File: src/rtl/vram_arb_pkg.sv
package vram_arb_pkg;

    localparam int VRAM_AW  = 16;
    localparam int VRAM_DW  = 16;
    localparam int NUM_SRC  = 3;

    // Requester slots, ordered by priority (index 0 wins)
    localparam int SLOT_DISP = 0;
    localparam int SLOT_GC   = 1;
    localparam int SLOT_HOST = 2;

    typedef enum logic [1:0] {
        SRC_NONE = 2'd0,
        SRC_DISP = 2'd1,
        SRC_GC   = 2'd2,
        SRC_HOST = 2'd3
    } src_e;

    // Page bit after double-buffer steering
    function automatic logic page_bit(input logic dbuf_en,
                                      input logic show_hi,
                                      input logic is_display,
                                      input logic orig);
        if (!dbuf_en)
            return orig;
        return is_display ? show_hi : ~show_hi;
    endfunction

    // Owner of the data returning next cycle, or SRC_NONE for writes/idle
    function automatic src_e read_owner(input logic [NUM_SRC-1:0] gnt,
                                        input logic gc_we,
                                        input logic host_we);
        if (gnt[SLOT_DISP])
            return SRC_DISP;
        if (gnt[SLOT_GC] && !gc_we)
            return SRC_GC;
        if (gnt[SLOT_HOST] && !host_we)
            return SRC_HOST;
        return SRC_NONE;
    endfunction

endpackage

File: src/rtl/vram_arb_pick.sv
module vram_arb_pick #(
    parameter int N = 3
) (
    input  logic [N-1:0] req,
    output logic [N-1:0] gnt
);

    for (genvar i = 0; i < N; i++) begin : g_slot
        if (i == 0) begin : g_top
            assign gnt[i] = req[i];
        end else begin : g_lower
            assign gnt[i] = req[i] & ~(|req[i-1:0]);
        end
    end

endmodule

File: src/rtl/vram_page_steer.sv
module vram_page_steer
    import vram_arb_pkg::*;
#(
    parameter int AW         = 16,
    parameter bit IS_DISPLAY = 1'b0
) (
    input  logic [AW-1:0] addr_in,
    input  logic          dbuf_en,
    input  logic          show_hi,
    output logic [AW-1:0] addr_out
);

    assign addr_out = {page_bit(dbuf_en, show_hi, IS_DISPLAY, addr_in[AW-1]),
                       addr_in[AW-2:0]};

endmodule

File: src/rtl/vram_arb_return.sv
module vram_arb_return
    import vram_arb_pkg::*;
#(
    parameter int DW = 16
) (
    input  logic               clk,
    input  logic               rst,
    input  logic [NUM_SRC-1:0] gnt,
    input  logic               gc_we,
    input  logic               host_we,
    input  logic               host_req,
    input  logic [DW-1:0]      mem_rdata,
    output logic               disp_rvalid,
    output logic               gc_rvalid,
    output logic               host_rvalid,
    output logic               host_done,
    output logic [DW-1:0]      host_rdata
);

    src_e          ret_owner;
    logic [DW-1:0] host_hold;

    always_ff @(posedge clk) begin
        if (rst) begin
            ret_owner <= SRC_NONE;
            host_done <= 1'b0;
            host_hold <= '0;
        end else begin
            ret_owner <= read_owner(gnt, gc_we, host_we);
            if (gnt[SLOT_HOST])
                host_done <= 1'b1;
            else if (!host_req)
                host_done <= 1'b0;
            if (ret_owner == SRC_HOST)
                host_hold <= mem_rdata;
        end
    end

    assign disp_rvalid = (ret_owner == SRC_DISP);
    assign gc_rvalid   = (ret_owner == SRC_GC);
    assign host_rvalid = (ret_owner == SRC_HOST);
    assign host_rdata  = host_rvalid ? mem_rdata : host_hold;

    AST_RVALID_SINGLE: assert property (@(posedge clk) disable iff (rst)
        $onehot0({disp_rvalid, gc_rvalid, host_rvalid}));
    AST_GC_READ_RETURNS: assert property (@(posedge clk) disable iff (rst)
        (gnt[SLOT_GC] && !gc_we) |=> gc_rvalid);
    AST_WRITE_NO_RETURN: assert property (@(posedge clk) disable iff (rst)
        (gnt[SLOT_HOST] && host_we) |=> !host_rvalid);

endmodule

File: src/rtl/vram_arbiter.sv
module vram_arbiter
    import vram_arb_pkg::*;
#(
    parameter int AW = VRAM_AW,
    parameter int DW = VRAM_DW
) (
    input  logic          clk,
    input  logic          rst,
    input  logic          cfg_dbuf_en,
    input  logic          cfg_show_hi,
    input  logic          disp_req,
    input  logic [AW-1:0] disp_addr,
    input  logic          gc_req,
    input  logic          gc_we,
    input  logic [AW-1:0] gc_addr,
    input  logic [DW-1:0] gc_wdata,
    input  logic          host_req,
    input  logic          host_we,
    input  logic [AW-1:0] host_addr,
    input  logic [DW-1:0] host_wdata,
    output logic          mem_en,
    output logic          mem_we,
    output logic [AW-1:0] mem_addr,
    output logic [DW-1:0] mem_wdata,
    input  logic [DW-1:0] mem_rdata,
    output logic          disp_gnt,
    output logic          gc_gnt,
    output logic          host_gnt,
    output logic [DW-1:0] rd_data,
    output logic          disp_rvalid,
    output logic          gc_rvalid,
    output logic          host_rvalid,
    output logic          host_busy,
    output logic [DW-1:0] host_rdata
);

    logic [NUM_SRC-1:0] elig;
    logic [NUM_SRC-1:0] gnt;
    logic [AW-1:0]      raw_addr [NUM_SRC];
    logic [AW-1:0]      stv_addr [NUM_SRC];
    logic               host_done;

    assign raw_addr[SLOT_DISP] = disp_addr;
    assign raw_addr[SLOT_GC]   = gc_addr;
    assign raw_addr[SLOT_HOST] = host_addr;

    assign elig[SLOT_DISP] = disp_req;
    assign elig[SLOT_GC]   = gc_req;
    assign elig[SLOT_HOST] = host_req & ~host_done;

    vram_arb_pick #(.N(NUM_SRC)) i_pick (
        .req (elig),
        .gnt (gnt)
    );

    for (genvar s = 0; s < NUM_SRC; s++) begin : g_steer
        vram_page_steer #(
            .AW         (AW),
            .IS_DISPLAY (s == SLOT_DISP)
        ) i_steer (
            .addr_in  (raw_addr[s]),
            .dbuf_en  (cfg_dbuf_en),
            .show_hi  (cfg_show_hi),
            .addr_out (stv_addr[s])
        );
    end

    always_comb begin
        mem_en    = 1'b0;
        mem_we    = 1'b0;
        mem_addr  = '0;
        mem_wdata = '0;
        if (gnt[SLOT_DISP]) begin
            mem_en   = 1'b1;
            mem_addr = stv_addr[SLOT_DISP];
        end else if (gnt[SLOT_GC]) begin
            mem_en    = 1'b1;
            mem_we    = gc_we;
            mem_addr  = stv_addr[SLOT_GC];
            mem_wdata = gc_wdata;
        end else if (gnt[SLOT_HOST]) begin
            mem_en    = 1'b1;
            mem_we    = host_we;
            mem_addr  = stv_addr[SLOT_HOST];
            mem_wdata = host_wdata;
        end
    end

    vram_arb_return #(.DW(DW)) i_ret (
        .clk         (clk),
        .rst         (rst),
        .gnt         (gnt),
        .gc_we       (gc_we),
        .host_we     (host_we),
        .host_req    (host_req),
        .mem_rdata   (mem_rdata),
        .disp_rvalid (disp_rvalid),
        .gc_rvalid   (gc_rvalid),
        .host_rvalid (host_rvalid),
        .host_done   (host_done),
        .host_rdata  (host_rdata)
    );

    assign disp_gnt  = gnt[SLOT_DISP];
    assign gc_gnt    = gnt[SLOT_GC];
    assign host_gnt  = gnt[SLOT_HOST];
    assign rd_data   = mem_rdata;
    assign host_busy = host_req & ~host_done;

    AST_ONE_GRANT: assert property (@(posedge clk) disable iff (rst)
        $onehot0({disp_gnt, gc_gnt, host_gnt}));
    AST_DISP_WINS: assert property (@(posedge clk) disable iff (rst)
        disp_req |-> disp_gnt);
    AST_GC_OVER_HOST: assert property (@(posedge clk) disable iff (rst)
        (gc_req && !disp_req) |-> (gc_gnt && !host_gnt));
    AST_DISP_READS: assert property (@(posedge clk) disable iff (rst)
        disp_gnt |-> (mem_en && !mem_we));
    AST_PLAIN_ADDR: assert property (@(posedge clk) disable iff (rst)
        (gc_gnt && !cfg_dbuf_en) |-> (mem_addr == gc_addr));
    AST_VISIBLE_PAGE: assert property (@(posedge clk) disable iff (rst)
        (disp_gnt && cfg_dbuf_en) |-> (mem_addr[AW-1] == cfg_show_hi));
    AST_HIDDEN_PAGE: assert property (@(posedge clk) disable iff (rst)
        (host_gnt && cfg_dbuf_en) |-> (mem_addr[AW-1] != cfg_show_hi));
    AST_DISP_RETURN: assert property (@(posedge clk) disable iff (rst)
        disp_gnt |=> disp_rvalid);
    AST_BUSY_DROP: assert property (@(posedge clk) disable iff (rst)
        host_gnt |=> !host_busy);
    AST_NO_REGRANT: assert property (@(posedge clk) disable iff (rst)
        host_gnt |=> !host_gnt);

endmodule

File: config.mk
export PLATFORM = sky130hd
export DESIGN_NAME = vram_arbiter
export DESIGN_NICKNAME = d
export VERILOG_FILES = /design/src/rtl/vram_arb_pkg.sv /design/src/rtl/vram_arb_pick.sv /design/src/rtl/vram_page_steer.sv /design/src/rtl/vram_arb_return.sv /design/src/rtl/vram_arbiter.sv
export SDC_FILE = /design/constraint.sdc
export NUM_CORES = 1
export LEC_CHECK = 0
export ABC_AREA = 1
export BUFFER_PORTS_ARGS = -buffer_cell sky130_fd_sc_hd__buf_4
export CAP_MARGIN = 20
export CELL_PAD_IN_SITES_DETAIL_PLACEMENT = 1
export CELL_PAD_IN_SITES_GLOBAL_PLACEMENT = 1
export CORE_AREA = 2 2 92 94
export CTS_BUF_LIST = sky130_fd_sc_hd__clkbuf_8
export CTS_CLUSTER_DIAMETER = 60
export DETAILED_ROUTE_END_ITERATION = 7
export DIE_AREA = 0 0 94 96
export PLACE_DENSITY = 0.76
export SLEW_MARGIN = 20
export SYNTH_ARGS = -nofsm -noshare
export SYNTH_HDL_FRONTEND = slang
export SYNTH_SLANG_ARGS = --single-unit
File: constraint.sdc
create_clock -name clk -period 1.2 [get_ports clk]
set_input_delay 0.06 -clock clk [delete_from_list [all_inputs] [get_ports clk]]
set_output_delay 0.06 -clock clk [all_outputs]
set_load 0.05 [all_outputs]
Word level (Yosys, flattened, before mapping)
Index checks and enable logic that the tools add are counted.
{ "word_totals": {"input_bits": 105, "latchBits": 0, "regBits": 19, "mem_bits_ro": 0, "elab_cells": 52, "ram_bits": 0, "memories": 0, "output_inout_bits": 73} }
{ "classes": {"n_mul": 0, "n_reduce_logical": 5, "muxes": 33, "n_div": 0, "addsub": 0, "bitwise_logic": 7, "n_eq_ne": 4, "magnitude_cmp": 0, "shift": 0} }
{ "ops": {"columns": ["cell", "n"], "rows": [
  ["two-way mux 16 bit", 7],
  ["two-way mux 1 bit", 20],
  ["two-way mux 2 bit", 6],
  ["== test 2 bit (second input constant)", 2],
  ["inverter 1 bit", 4],
  ["bitwise AND 1 bit", 3],
  ["== test 2 x 1 -> 1 bit (second input constant)", 1],
  ["logical AND 1 bit", 2],
  ["logical NOT 1 bit", 2],
  ["!= test 2 x 1 -> 1 bit (second input constant)", 1],
  ["OR reduction 2 bit", 1]
]} }

Longest topological paths before layout
Gate-level depths: netlist of the first run.
{ "logic_depth": {"depth_word": 12, "mapped_depth": 7, "mapped_depth_nobuf": 5} }

Hierarchy
From an unflattened synthesis of the first run, not the netlist that was laid out.
{ "unflattened": {"cells_unflattened": 390, "area_unflattened_um2": 2293.4} }
{ "modules_own_cells": {"columns": ["module", "cells_each", "n_inst", "area_each_um2"], "rows": [
  ["vram_arb_return", 124, 1, 954.7],
  ["vram_arbiter", 201, 1, 919.6],
  ["vram_page_steer at g_steer[1].i_steer ...", 20, 2, 131.4],
  ["vram_page_steer at g_steer[0].i_steer", 19, 1, 127.6],
  ["vram_arb_pick", 6, 1, 28.8]
]} }

Worst setup path before layout of the first run
Ideal clock, no wire load.
{ "synth_timing": {"kind": "reg2reg", "from": "reg i_ret.host_done", "to": "reg i_ret.ret_owner[1]", "setup_ps": 70, "path_stages_with_launch": 4, "required_ps": 1130, "t_arrival_ps": 1324, "setup_slack_ps": -193, "path_buffers": 0, "cell_sequence": "dfxtp_1 nor2_1 nand3_1 a21oi_1"} }
{ "synth_via": {"elab_chain_len": 11, "word_cells_on_any_way": 12, "cone_classes": "8 x mux; 3 x bitwise; 1 x reduce/logical"} }
{ "synth_lines": {"columns": ["element", "line", "rtl"], "rows": [
  ["from (decl)", "vram_arb_return.sv:16", "output logic host_done,"],
  ["from (signal assigned)", "vram_arb_return.sv:26", "host_done <= 1'b0;"],
  ["from (signal assigned)", "vram_arb_return.sv:31", "host_done <= 1'b1;"],
  ["from (signal assigned)", "vram_arb_return.sv:33", "host_done <= 1'b0;"],
  ["inverter 1 bit (*)", null, null],
  ["bitwise AND 1 bit (*)", null, null],
  ["named net host_busy", "vram_arbiter.sv:33", "output logic host_busy,"],
  ["bitwise AND 1 bit (*)", "vram_arb_pick.sv:12", "assign gnt[i] = req[i] & ~(|req[i-1:0]);"],
  ["logical AND 1 bit (*)", "vram_arb_pkg.sv:37", "if (gnt[SLOT_HOST] && !host_we)"],
  ["two-way mux 1 bit (2 in a row)", "vram_arb_pkg.sv:37", null],
  ["two-way mux 1 bit", "vram_arb_pkg.sv:35", "if (gnt[SLOT_GC] && !gc_we)"],
  ["two-way mux 1 bit", "vram_arb_return.sv:24", "if (rst) begin"],
  ["two-way mux 2 bit (*)", "vram_arb_pkg.sv:39", "return SRC_NONE;"],
  ["two-way mux 2 bit (*)", "vram_arb_pkg.sv:37", null],
  ["two-way mux 2 bit (*)", "vram_arb_pkg.sv:35", null],
  ["to (signal assigned)", "vram_arb_return.sv:29", "ret_owner <= read_owner(gnt, gc_we, host_we);"],
  ["to (decl)", "vram_arb_return.sv:20", "src_e ret_owner;"]
]} }
Mark *: on every way through the listed nets, which the timed path passes. The rest lies on a longest branch. The select of a mux whose other input is x is not followed.
A chain may end at the register's enable or synchronous reset.

Worst setup path in the final report of the first run
{ "layout_timing": {"from": "reg i_ret.host_done", "to": "out mem_wdata[9]"} }
{ "layout_via": {"elab_chain_len": 6} }
{ "layout_lines": {"columns": ["element", "line", "rtl"], "rows": [
  ["inverter 1 bit", "vram_arbiter.sv:49", "assign elig[SLOT_HOST] = host_req & ~host_done;"],
  ["bitwise AND 1 bit", "vram_arbiter.sv:49", null],
  ["bitwise AND 1 bit", "vram_arb_pick.sv:12", null],
  ["two-way mux 16 bit", "vram_arbiter.sv:81", "end else if (gnt[SLOT_HOST]) begin"],
  ["two-way mux 16 bit", "vram_arbiter.sv:76", "end else if (gnt[SLOT_GC]) begin"],
  ["two-way mux 16 bit", "vram_arbiter.sv:73", "if (gnt[SLOT_DISP]) begin"],
  ["to (decl)", "vram_arbiter.sv:24", "output logic [DW-1:0] mem_wdata,"]
]} }
Every way passes these cells.

==> flow_metrics.tcl, run 1 <==
set metrics [dict create \
    rsz0062_at_grt "yes" \
    worstSkewPairLatency_ns 0.25 \
    path_max_fanout 20 \
    gr-total-overflow 0 \
    num_vias 2331 \
    antenna_cells 0 \
    synthCells 277 \
    fin_nets 560 \
    max_freq_mhz 726 \
    wire_per_inst_um 14.4 \
    drive_above_1_share_pct 67.4 \
    met2_usage_pct 34.3 \
    clkTransAtPathRegs_ns 0.07 \
    finalCritPeriodShare_pct 115 \
    cp-start-kind "flip-flop" \
    slew_headroom_pct 80.3 \
    end_kind "primary output" \
    met3_usage_pct 3.37 \
    postSynthAreaPerCell_um2 5.65 \
    tns_ns -6.59 \
    synth.top_cells.by_count "nand2_1 (123), inv_1 (41), nor2_1 (21)" \
    synth_edf_count 0 \
    area_delta_synth_final_pct 155 \
    synth_top_area_share_pct 29.5 \
    hold_buffers 0 \
    rows 33 \
    status "finished, violations left" \
    ys_dominant_reg_cell "dfxtp_1" \
    initial_utilization_pct 19.4 \
    max_stage_delay_ns 0.33 \
    wirelength_um 8080 \
    hold_viol_final 0 \
    cts.sinks 19 \
    final_antenna_net_count 0 \
    place_congestion 0.828 \
    path_cells "inv_2 > nand2_4 > nor2_8 > buf_12 > nand2_1 > nand2_4 > buf_8" \
    yosys.area.top_type "nand2_1" \
    place_area_mm2 0.00316 \
    drt_pass1_iterations 4 \
    n_fill_cell 977 \
    worstMarginPinSlew_ns 0.294 \
    dp_slack_ns -0.0382 \
    skew_ns 0.00122 \
    placed_cells 548 \
    hp-class "in2reg" \
    drt_first_iter_violations 30 \
    instances_no_fill 559 \
    peakVddDrop_uv 343 \
    yosysWarnings 0 \
    crit_buf_inv 3 \
    setup_viol 51 \
    violations "setup timing" \
    io_pins 178 \
    cts-buffers-inserted 3 \
    p_leak_nw 2.15 \
    hpwl_um 5820 \
    ys_async_sr_fraction_pct 0 \
    finalMaxSlewViolations 0 \
    cts_tree "built" \
    cp_top_family "buffers and inverters" \
    grt.busiest_layer "met2" \
    clockBufferDepth 2 \
    numPortBuffers 177 \
    grt_max_degree 21 \
    maxCapViolCount 0 \
    cp_data_required_time_ns 1.14 \
    netlist_area_mm2 0.00157 \
    holdWs_ns 0.0601 \
    h-tree-depth 1 \
    yosys.cell_count.top_type "nand2_1" \
    gr-usage-all-layers_pct 16.7 \
    cp_common_cell "nand2_4" \
    pwr_density_cell_mw_per_mm2 682 \
    core_mm2 0.00805 \
    dieArea_mm2 0.00902 \
    drc 0 \
    path_class "reg2out" \
    synth_seq_cells 19 \
    grt_first_pass_wirelength_um 11800 \
    design_area_mm2 0.00400 \
    die_w_um 94 \
    vias_per_cell 4.17 \
    grtUsageMet1_pct 17.2 \
    syn-num-nets 382 \
    cp_slowest_cell "dfxtp_2" \
    synthTopCellsByArea "nand2_1 (29%), dfxtp_1 (24%), inv_1 (9.8%)" \
    grt_pass1_vias 2433 \
    yosys.cell_types.count 17 \
    clock-root-buffer "clkbuf_8" \
    antenna_found_initial 0 \
    die_h_um 96 \
    post-route-min-period_ns 1.38 \
    fin_ws_ns -0.176 \
    arrival_ns 1.32 \
    synth_seq_area_share_pct 24.3 \
]
[report_power, final]
part           switching [mW]  leakage [nW]  internal [mW]
registers             0.00897         0.156          0.643
logic                   0.916          1.97          0.707
clock network           0.222        0.0269          0.228
total                    1.15          2.15           1.58
[flip-flops by register name, indices dropped and copies added, names as in the netlist]
signal and flops:
i_ret.host_done 1, i_ret.ret_owner 2, i_ret.host_hold 16
[final cells by class]
type / instances / area (um^2) / share of cell area (%)
clock buffers: 3 / 41.3 / 1.03
inverters: 43 / 180 / 4.51
repair buffers: 203 / 1990 / 49.9
flip-flops and latches: 19 / 389 / 9.74
well taps: 105 / 131 / 3.29
multi-input cells: 185 / 1250 / 31.4
clock inverters: 1 / 3.75 / 0.0940
[through the flow]
stage | total power, mW | utilization (%)
after CTS | 2.71 | 47.7
after floorplan | 1.48 | -
after global placement | 1.99 | 39.2
after detailed placement | 2.01 | 39.2
after global routing | 2.85 | 49.6
final | 2.73 | 49.6
[cell usage in the layout, fill, tap and decap left out, drive strengths merged]
cell type  netlist  final
nand2          124    124
o21ai           17     17
or2              1      1
dfxtp           19     19
inv             42     43
bufinv           1      1
nor2            23     23
a21oi            2      2
clkbuf           2      4
buf             28    202
nand3           18     18
[worst register-to-register path, stage by stage (launching register included)]
cell	delay [ns]
dfxtp_4	0.38
nand2_8	0.10
buf_16	0.18
o21ai_4	0.16
buf_4	0.13
nor2_1	0.03
[timing repair]
action	4_1_cts	5_1_grt
cloned	3	1
endpoints found under the setup margin	51	52
resized for setup	167	34
setup buffers	2	2
pin swaps	1	1
[logic make-up (layout without fill, tap and decap cells)]
logic type      Yosys count  count (layout)  share of synthesized area, %
buf+inv                  73             250                          25.7
flops                    19              19                          24.3
compound gates           19              19                          6.08
simple gates            166             166                          44.0
[routing by layer]
layer / share of wire, % / up-vias
li1: - / 1157
met1: 35 / 1095
met2: 58 / 71
met3: 5.7 / 8
met4: 1.5 / 0
met5: 0 / -
[path summary, 6_finish.rpt]
check                                   endpoint  cells past startpoint  slack, ns                           from
setup reg to reg  i_ret.host_hold[12]$_SDFF_PP0_                      5       0.11  i_ret.ret_owner[1]$_SDFF_PP0_
hold / removal     i_ret.ret_owner[1]$_SDFF_PP0_                      4       0.06                          gc_we
hold reg to reg    i_ret.host_hold[9]$_SDFF_PP0_                      4       0.55  i_ret.host_hold[9]$_SDFF_PP0_
setup / recovery                    mem_wdata[9]                      7      -0.18   i_ret.host_done$_SDFFE_PP0P_
No activity file was read; power rests on OpenSTA's default activity.
==> inputs of run 2 (changes only) <==
--- a/config.mk
+++ b/config.mk
@@ -11,7 +11,7 @@
 export CELL_PAD_IN_SITES_DETAIL_PLACEMENT = 1
 export CELL_PAD_IN_SITES_GLOBAL_PLACEMENT = 1
 export CORE_AREA = 2 2 92 94
-export CTS_BUF_LIST = sky130_fd_sc_hd__clkbuf_8
+export CTS_BUF_LIST = sky130_fd_sc_hd__clkbuf_16
 export CTS_CLUSTER_DIAMETER = 60
 export DETAILED_ROUTE_END_ITERATION = 7
 export DIE_AREA = 0 0 94 96
==> flow_metrics.tcl, run 2 (synthesized netlist as in run 1, its figures left out) <==
set metrics [dict create \
    end_kind "primary output" \
    instances_no_fill 558 \
    grt_first_pass_wirelength_um 11900 \
    wl_met1_um 2890 \
    area_delta_synth_final_pct 157 \
    hold_buffers 0 \
    path_cells "inv_2 > nand2_4 > nor2_8 > buf_12 > nand2_1 > nand2_4 > buf_8" \
    finalCritPeriodShare_pct 113 \
    antenna_cells 0 \
    cp_top_family "simple AND/OR/NAND/NOR gates" \
    combPwrFrac_pct 54.7 \
    internal_power_mw 1.79 \
    numPortBuffers 177 \
    drt_pass1_iterations 4 \
    peakVddDrop_uv 333 \
    top_register "i_ret.host_hold" \
    layout_commonest_cell "buf_4" \
    die_w_um 94 \
    cp_common_cell "nand2_4" \
    slew_headroom_pct 80.1 \
    path_max_fanout 20 \
    cts.sinks 19 \
    finalMaxSlewViolations 0 \
    power_switching_mw 1.17 \
    path_class "reg2out" \
    final_antenna_net_count 0 \
    swShare_pct 39.4 \
    reg.largest.list "i_ret.host_hold: 16 flops, i_ret.ret_owner: 2 flops, i_ret.host_done: 1 flops" \
    fin_ws_ns -0.161 \
    clock-root-buffer "clkbuf_16" \
    initial_utilization_pct 19.4 \
    worstSkewPairLatency_ns 0.25 \
    drc 0 \
    max_stage_delay_ns 0.32 \
    wl_met3_um 478 \
    h-tree-depth 1 \
    rows 33 \
    cts_tree "built" \
    p_leak_nw 2.16 \
    dieArea_mm2 0.00902 \
    drt_first_iter_violations 26 \
    hpwl_um 5820 \
    seq_power_share_pct 22.1 \
    clkTransAtPathRegs_ns 0.06 \
    antenna_found_initial 0 \
    max_freq_mhz 735 \
    wl_met2_um 4640 \
    worstMarginPinSlew_ns 0.297 \
    core_mm2 0.00805 \
    io_pins 178 \
    wire_per_inst_um 14.6 \
    fin_nets 559 \
    rsz0062_at_grt "yes" \
    cts-buffers-inserted 3 \
    gr-usage-all-layers_pct 16.9 \
    cp_data_required_time_ns 1.14 \
    vias_per_cell 4.21 \
    pwr_density_cell_mw_per_mm2 735 \
    skew_ns 0.00141 \
    clockBufferDepth 2 \
    place_congestion 0.828 \
    grt_max_degree 21 \
    status "finished, violations left" \
    arrival_ns 1.30 \
    setup_viol 50 \
    die_h_um 96 \
    placed_cells 548 \
    hold_viol_final 0 \
    dr.max_layer_used "met4" \
    crit_buf_inv 3 \
    dp_slack_ns -0.0382 \
    maxCapViolCount 0 \
    violations "setup timing" \
    drive_above_1_share_pct 67.1 \
    clockPowerShare_pct 23.2 \
    n_fill_cell 973 \
    gr-total-overflow 0 \
    wirelength_um 8140 \
    post-route-min-period_ns 1.36 \
    num_vias 2350 \
    cp-start-kind "flip-flop" \
    layout_common_cells "buf_4 (141), nand2_1 (84), buf_8 (34)" \
    largest_register_ffs 16 \
    hp-class "in2reg" \
    grt_pass1_vias 2437 \
    cp_slowest_cell "dfxtp_2" \
]
## run 2: cell count changes in the layout (fill, tap and decap cells not counted)
| cell | previous run | this run |
|---|---|---|
| nor2_1 | 19 | 20 |
| clkbuf_8 | 3 | 0 |
| nor2_4 | 1 | 0 |
| nand2_4 | 16 | 20 |
| clkbuf_16 | 1 | 4 |
| buf_4 | 140 | 141 |
| buf_6 | 20 | 18 |
| nand2_2 | 23 | 19 |
## run 2: layout make-up
class	instances	area [um^2]	area share [%]
repair buffers	202	1980	49.2
inverters	43	180	4.47
well taps	105	131	3.26
flip-flops and latches	19	389	9.66
clock inverters	1	3.75	0.0932
multi-input cells	185	1270	31.5
clock buffers	3	75.1	1.86
## run 2: metal layers
layer,GRT usage (%),vias to the layer above
met4,4.23,0
met5,0,-
met2,34.6,73
met1,17.1,1115
li1,-,1154
met3,3.84,8
## run 2: what timing repair did
action	CTS	global route
pin swaps	1	0
setup endpoints to repair	50	52
gates resized for setup	173	28
cloned	3	1
setup buffers	2	1
## run 2: worst min-delay path: stages
cell     delay, ns
buf_4         0.08
inv_1         0.03
nand2_1       0.05
a21oi_1       0.05
## run 2: final timing paths
check / cells after the start / slack, ns / start / end
hold / removal: 4 / 0.07 / gc_we / i_ret.ret_owner[1]$_SDFF_PP0_
setup reg to reg: 5 / 0.13 / i_ret.ret_owner[1]$_SDFF_PP0_ / i_ret.host_hold[2]$_SDFF_PP0_
hold reg to reg: 4 / 0.55 / i_ret.host_hold[7]$_SDFF_PP0_ / i_ret.host_hold[7]$_SDFF_PP0_
setup / recovery: 7 / -0.16 / i_ret.host_done$_SDFFE_PP0P_ / mem_wdata[9]
## run 2: power groups by stage
| stage | sequential [mW] | combinational [mW] | clock [mW] |
|---|---|---|---|
| floorplan | 0.664 | 0.813 | 0 |
| detailed placement | 0.665 | 1.35 | 0 |
| CTS | 0.653 | 1.58 | 0.714 |
| global placement | 0.665 | 1.33 | 0 |
| finish | 0.654 | 1.62 | 0.686 |
| global route | 0.655 | 1.70 | 0.741 |
## run 2: stage by stage
stage / total power, mW / utilization (%) / setup TNS (ns) / hold WS (ns) / cell area, um^2
after floorplan: 1.48 / - / 0 / 0.196 / 1720
after detailed placement: 2.01 / 39.2 / -0.323 / 0.342 / 3160
after global placement: 1.99 / 39.2 / 0 / 0.333 / 3160
final: 2.96 / 50.0 / -5.88 / 0.0688 / 4030
after global routing: 3.10 / 50.0 / -9.10 / 0.0780 / 4030
after CTS: 2.95 / 48.4 / -6.16 / 0.0560 / 3890
